File: config.mk
export PLATFORM = sky130hd
export DESIGN_NAME = bcd_byte_alu
export DESIGN_NICKNAME = d
export VERILOG_FILES = /design/src/rtl/bcd_byte_alu.sv
export SDC_FILE = /design/constraint.sdc
export NUM_CORES = 1
export LEC_CHECK = 0
export BUFFER_PORTS_ARGS = -buffer_cell sky130_fd_sc_hd__buf_4
export CAP_MARGIN = 20
export CORE_MARGIN = 1.5
export CORE_UTILIZATION = 50
export CTS_BUF_LIST = sky130_fd_sc_hd__clkbuf_16
export DETAILED_ROUTE_END_ITERATION = 6
export PLACE_DENSITY = 0.75
export SLEW_MARGIN = 20
export SYNTH_ARGS = -nofsm -noshare
export SYNTH_HDL_FRONTEND = slang
export SYNTH_SLANG_ARGS = --single-unit
File: constraint.sdc
create_clock -name clk -period 6.7 [get_ports clk]
set_input_delay 0.67 -clock clk [delete_from_list [all_inputs] [get_ports clk]]
set_output_delay 0.67 -clock clk [all_outputs]
set_load 0.1 [all_outputs]
File: src/rtl/bcd_byte_alu.sv
module bcd_byte_alu (
  input  logic       clk,
  input  logic       rst_n,
  input  logic       in_valid,
  input  logic [1:0] op,
  input  logic [7:0] src,
  input  logic [7:0] dst,
  input  logic       x_in,
  input  logic       z_in,
  output logic       out_valid,
  output logic [7:0] result,
  output logic       c_out,
  output logic       x_out,
  output logic       z_out
);
  localparam logic [1:0] OP_ADD = 2'd0;
  localparam logic [1:0] OP_NEG = 2'd2;
  localparam logic [1:0] OP_RSV = 2'd3;

  wire       take   = in_valid && (op != OP_RSV);
  wire       is_add = (op == OP_ADD);
  wire [7:0] a      = (op == OP_NEG) ? 8'h00 : dst;
  wire [7:0] b      = (op == OP_NEG) ? dst : src;

  logic [4:0] lo_t, hi_t;
  logic       lo_k, hi_k;
  logic [3:0] lo_v, hi_v;

  always_comb begin
    if (is_add) begin
      lo_t = {1'b0, a[3:0]} + {1'b0, b[3:0]} + {4'b0, x_in};
      lo_k = lo_t > 5'd9;
      lo_v = lo_t[3:0] + (lo_k ? 4'd6 : 4'd0);
      hi_t = {1'b0, a[7:4]} + {1'b0, b[7:4]} + {4'b0, lo_k};
      hi_k = hi_t > 5'd9;
      hi_v = hi_t[3:0] + (hi_k ? 4'd6 : 4'd0);
    end else begin
      lo_t = {1'b0, a[3:0]} - {1'b0, b[3:0]} - {4'b0, x_in};
      lo_k = lo_t[4];
      lo_v = lo_t[3:0] - (lo_k ? 4'd6 : 4'd0);
      hi_t = {1'b0, a[7:4]} - {1'b0, b[7:4]} - {4'b0, lo_k};
      hi_k = hi_t[4];
      hi_v = hi_t[3:0] - (hi_k ? 4'd6 : 4'd0);
    end
  end

  wire [7:0] sum_v = {hi_v, lo_v};

  always_ff @(posedge clk) begin
    if (!rst_n) begin
      out_valid <= 1'b0;
      result    <= 8'h00;
      c_out     <= 1'b0;
      x_out     <= 1'b0;
      z_out     <= 1'b0;
    end else begin
      out_valid <= take;
      if (take) begin
        result <= sum_v;
        c_out  <= hi_k;
        x_out  <= hi_k;
        z_out  <= z_in && (sum_v == 8'h00);
      end
    end
  end


  cx_match_chk: assert property (@(posedge clk) disable iff (!rst_n)
    out_valid |-> (c_out == x_out));


  accept_latency_chk: assert property (@(posedge clk) disable iff (!rst_n)
    take |=> out_valid);


  idle_hold_chk: assert property (@(posedge clk) disable iff (!rst_n)
    !take |=> (!out_valid && $stable(result) && $stable(c_out) && $stable(z_out)));


  zero_clear_chk: assert property (@(posedge clk) disable iff (!rst_n)
    (take && !z_in) |=> !z_out);


  nonzero_result_chk: assert property (@(posedge clk) disable iff (!rst_n)
    (out_valid && result != 8'h00) |-> !z_out);
endmodule

Yosys cells after proc, flatten, opt, wreduce, memory -nomap -nowiden
Cells that the tools add are included.
{"block": "word_totals", "in_bits": 23, "output_inout_bits": 12, "reg_bits": 11, "wordCells": 33}
{"block": "classes", "reduce_logical": 4, "n_lt_le_gt_ge": 2, "n_mux": 9, "addsub": 12, "eq_ne": 2}
{"cell": "$mux 8", "count": 2}
{"cell": "$mux 3", "count": 4}
{"cell": "$add 4x4->5", "count": 2}
{"cell": "$add 5x1->5", "count": 2}
{"cell": "$gt 5x4->1 const B", "count": 2}
{"cell": "$sub 4x4->5", "count": 2}
{"cell": "$sub 5x1->5", "count": 2}
{"cell": "$add 4x3->4", "count": 2}
{"cell": "$logic_not 8->1", "count": 1}
{"cell": "$mux 4", "count": 2}
{"cell": "$sub 4x3->4", "count": 2}
{"cell": "$eq 2x2->1 const B", "count": 1}
{"cell": "$logic_and 1x1->1", "count": 2}
{"cell": "$logic_not 2->1", "count": 1}
{"cell": "$ne 2x2->1 const B", "count": 1}
{"cell": "$mux 1", "count": 1}

Longest topological paths before layout
{"block": "logic_depth", "word_depth": 12, "mapped_depth": 25, "depth_no_buf": 23}

Worst setup path before layout
OpenSTA, ideal clock, no wires.
{"block": "synth_timing", "path_type": "input to register", "startpoint": "in op[0]", "endpoint": "reg z_out", "setup_slack_ns": 1.136, "n_path_buf": 2, "setup_time_ns": 0.059, "path_stages": 24, "t_required_ns": 6.641, "arrival_ns": 5.505, "cell_sequence": "nand2b_1 > buf_6 > clkbuf_1 > nand2_1 > fa_1 > fa_1 > nand2b_1 > mux2i_1 > a32oi_1 > or2_2 > fa_1 > inv_1 > fa_1 > inv_1 > nor2_1 > o21ai_0 > a21oi_1 > inv_1 > ha_1 > fa_1 > nor4b_1 > a21oi_1 > nor3b_1 > a31o_1"}
{"block": "synth_between", "elab_chain_len": 12, "elab_cells_between_ends": 28, "cone_classes": "12 x add/sub; 2 x order compare; 2 x eq/ne; 8 x mux; 4 x reduce/logical"}
{"item": "from (decl)", "line_no": "5", "rtl": "input logic [1:0] op,"}
{"item": "$eq 2x2->1", "line_no": "22, 23"}
{"item": "$mux 8 (on tied branches)", "line_no": "22, 23"}
{"item": "$add 4x4->5", "line_no": "31", "rtl": "lo_t = {1'b0, a[3:0]} + {1'b0, b[3:0]} + {4'b0, x_in};"}
{"item": "$add 5x1->5", "line_no": "31"}
{"item": "$gt 5x4->1", "line_no": "32", "rtl": "lo_k = lo_t > 5'd9;"}
{"item": "$add 5x1->5", "line_no": "34", "rtl": "hi_t = {1'b0, a[7:4]} + {1'b0, b[7:4]} + {4'b0, lo_k};"}
{"item": "$gt 5x4->1", "line_no": "35", "rtl": "hi_k = hi_t > 5'd9;"}
{"item": "$mux 3", "line_no": "36", "rtl": "hi_v = hi_t[3:0] + (hi_k ? 4'd6 : 4'd0);"}
{"item": "$add 4x3->4", "line_no": "36"}
{"item": "$mux 4", "line_no": "30", "rtl": "if (is_add) begin"}
{"item": "$logic_not 8->1", "line_no": "62", "rtl": "z_out <= z_in && (sum_v == 8'h00);"}
{"item": "$logic_and 1x1->1", "line_no": "62"}
{"item": "to (signal assigned)", "line_no": "62"}
{"item": "to (decl)", "line_no": "14", "rtl": "output logic z_out"}
Parallel ways exist; a longest one is shown, timed or not.
A chain may end at the register's enable or synchronous reset.

Worst setup path after layout
Same ends and word-level chain as after synthesis.

==> impl_metrics.tcl <==
set metrics [dict create \
    die_x_um 58.7 \
    finalClockSkew_ns 0 \
    nets 273 \
    cts-resized-gates 0 \
    utilization 0.631 \
    syn_area_per_cell_um2 8.30 \
    hold_ws_ns 0.450 \
    htree_levels 1 \
    drt_pass1_iterations 6 \
    min_from "result[2]" \
    ys_seq_area_frac 0.142 \
    path_class "in2reg" \
    clk_latency_ns 0.24 \
    synth_common_cells "inv_1, ha_1, nand2_1" \
    r2r-start "z_out" \
    drive_gt1_frac 0.219 \
    num_vias 1293 \
    r2r_cells 2 \
    fp.dieH_um 58.7 \
    tns_ns 0 \
    relSlewSlack 0.544 \
    tightest_slew_ns 0.682 \
    status "complete, but fails checks" \
    start_util 0.517 \
    rsz0062_at_grt "false" \
    hold_class "reg2reg" \
    startpoint_type "input port" \
    cts_num_sinks 11 \
    cts_buffer_depth 2 \
    syn-num-nets 240 \
    grt_max_degree 19 \
    synth-edff-count 0 \
    port_buffers 34 \
    holdPathStages 2 \
    yosysUniqueCellTypes 39 \
    synthArstFlopShare 0 \
    fin_cells 252 \
    synth-main-ff-cell "dfxtp_1" \
    drv_cap 0 \
    period_needed_ns 5.64 \
    synth_largest_area_cell "fa_1" \
    syn_inst 187 \
    reg2reg_slack_ns 5.97 \
    cts_tree "built" \
    finalSetupViolations 0 \
    synth-seq-cells 11 \
    vdd_drop_max_uv 108 \
    worst-path-max-fanout 18 \
    p_leak_uw 0.000950 \
    arrival_ns 5.83 \
    cp-end-kind "register" \
    overflow 0 \
    violations "DRC" \
    die_area_mm2 0.00345 \
    fill_cells 280 \
    cellPowerDensity_mw_per_mm2 281 \
    ant_nets 0 \
    maxSlewViolCount 0 \
    num_antenna_cells 0 \
    postCtsSetupBuffers 0 \
    viasPerCell 5.13 \
    cts_buffers 3 \
    gp_congestion 0.780 \
    drc 1 \
    clk_pin_slew_ns 0.04 \
    place_inst 248 \
    rr_endpoint "z_out" \
    hold_viol 0 \
    synth.most_common_cell "inv_1" \
    synthesis.area_mm2 0.00155 \
    ctsRootBufferMaster "clkbuf_16" \
    syn2layout_area_growth_pct 22.2 \
    antenna_found_initial 0 \
    synth.top_cell.area_share 0.155 \
    post_drt_wl_per_cell_um 11.2 \
    drtIter0Drc 96 \
    num_rows 20 \
    synth.area.top_cells "fa_1, ha_1, dfxtp_1, inv_1, mux2_2" \
    place_hpwl_mm 2.38 \
    worst_ep_required_time_ns 6.89 \
    grt_usage 0.186 \
    grt_pass1_vias 1187 \
    maxClockFrequency_mhz 177 \
    ctsHoldBuffers 0 \
    hold_end "result[2]" \
    routed_wirelength_mm 2.83 \
    grt_pass1_wl_mm 4.91 \
    synth_warnings 0 \
    io_pins 35 \
    coreArea_mm2 0.00300 \
    finalCritPeriodShare 0.842 \
]
-- critical path, cell delays in order --
cell and delay, ns:
buf_4 0.11, nand2b_1 0.13, buf_4 0.24, nand2_1 0.14, fa_1 0.43, fa_1 0.54
nand2b_1 0.08, mux2i_1 0.13, a32oi_1 0.12, or2_2 0.32, fa_1 0.45, inv_1 0.08
fa_1 0.24, nor3b_1 0.21, a32oi_1 0.13, a21oi_1 0.21, inv_1 0.10, ha_1 0.20
fa_1 0.46, nor4b_1 0.34, a21oi_1 0.12, nor3b_1 0.23, a31o_1 0.16
-- sequential cells by signal (all words and copies together), names as in the netlist --
signal,flops
out_valid,1
result,8
x_out,1
z_out,1
-- stage by stage --
stage / total power [µW] / worst slack (ns) / instance area [µm²]
global placement: 425 / 0.987 / 1820
CTS: 536 / 1.11 / 1900
detailed placement: 426 / 0.878 / 1820
global route: 575 / 0.690 / 1900
floorplan: 358 / 1.14 / 1550
finish: 532 / 1.06 / 1900
-- worst max-delay path by stage --
stage,start,endpoint,slack [ns],cells past startpoint
6_report,op[0],z_out,1.06,23
3_5_place_dp,op[0],z_out,0.88,24
4_1_cts,op[0],z_out,1.11,23
2_1_floorplan,op[0],z_out,1.14,24
5_1_grt,op[0],z_out,0.69,24
3_3_place_gp,op[0],z_out,0.99,23
-- layout by cell type (no fill, tap or decap), types with 3 or more instances in the layout --
cell / Yosys / layout
nor3_1: 3 / 3
a21oi_1: 8 / 8
clkbuf_16: 0 / 3
ha_1: 18 / 18
dfxtp_1: 11 / 11
fa_1: 12 / 12
nand3_1: 5 / 5
xor2_1: 5 / 5
mux2i_1: 3 / 3
nor3b_1: 3 / 3
and2_1: 3 / 3
nand2_1: 17 / 17
xnor2_1: 8 / 8
buf_4: 1 / 35
nand2b_1: 5 / 5
a32oi_1: 3 / 3
a211oi_1: 4 / 4
inv_1: 28 / 29
mux2_2: 8 / 8
nor2_1: 11 / 11
o21ai_0: 7 / 7
-- metal layers --
layer	wire length [µm]	track usage
met5	0	0
met4	80	0.114
met3	111	0.0132
met2	1300	0.310
met1	1340	0.235
-- area by class of cell --
cell class / instances / area, µm² / area share
Clock buffer: 3 / 75.1 / 0.0396
Clock inverter: 1 / 3.75 / 0.00198
Inverter: 29 / 109 / 0.0574
Multi-Input combinational cell: 140 / 1180 / 0.624
Sequential cell: 11 / 220 / 0.116
Tap cell: 33 / 41.3 / 0.0218
Timing Repair Buffer: 35 / 263 / 0.139
-- cell families (layout without fill, tap and decap cells) --
kind of cell	Yosys count	in the layout	share of synthesized area
DFF	11	11	0.142
xor gates and xnor gates	13	13	0.0734
adders and majority gates	30	30	0.300
buffers and inverters	36	68	0.0952
AOI/OAI and AO/OA	31	31	0.136
muxes	11	11	0.0774
and+or+nand+nor	55	55	0.176
-- power breakdown --
group / internal (µW) / total (µW) / leakage (µW) / switching [µW]
Combinational: 132 / 345 / 0.000817 / 213
Sequential: 75.5 / 79.8 / 0.0000906 / 4.34
Clock: 78.2 / 107 / 0.0000423 / 28.9
Total: 286 / 532 / 0.000950 / 246
No activity file was read; power rests on OpenSTA's default activity.
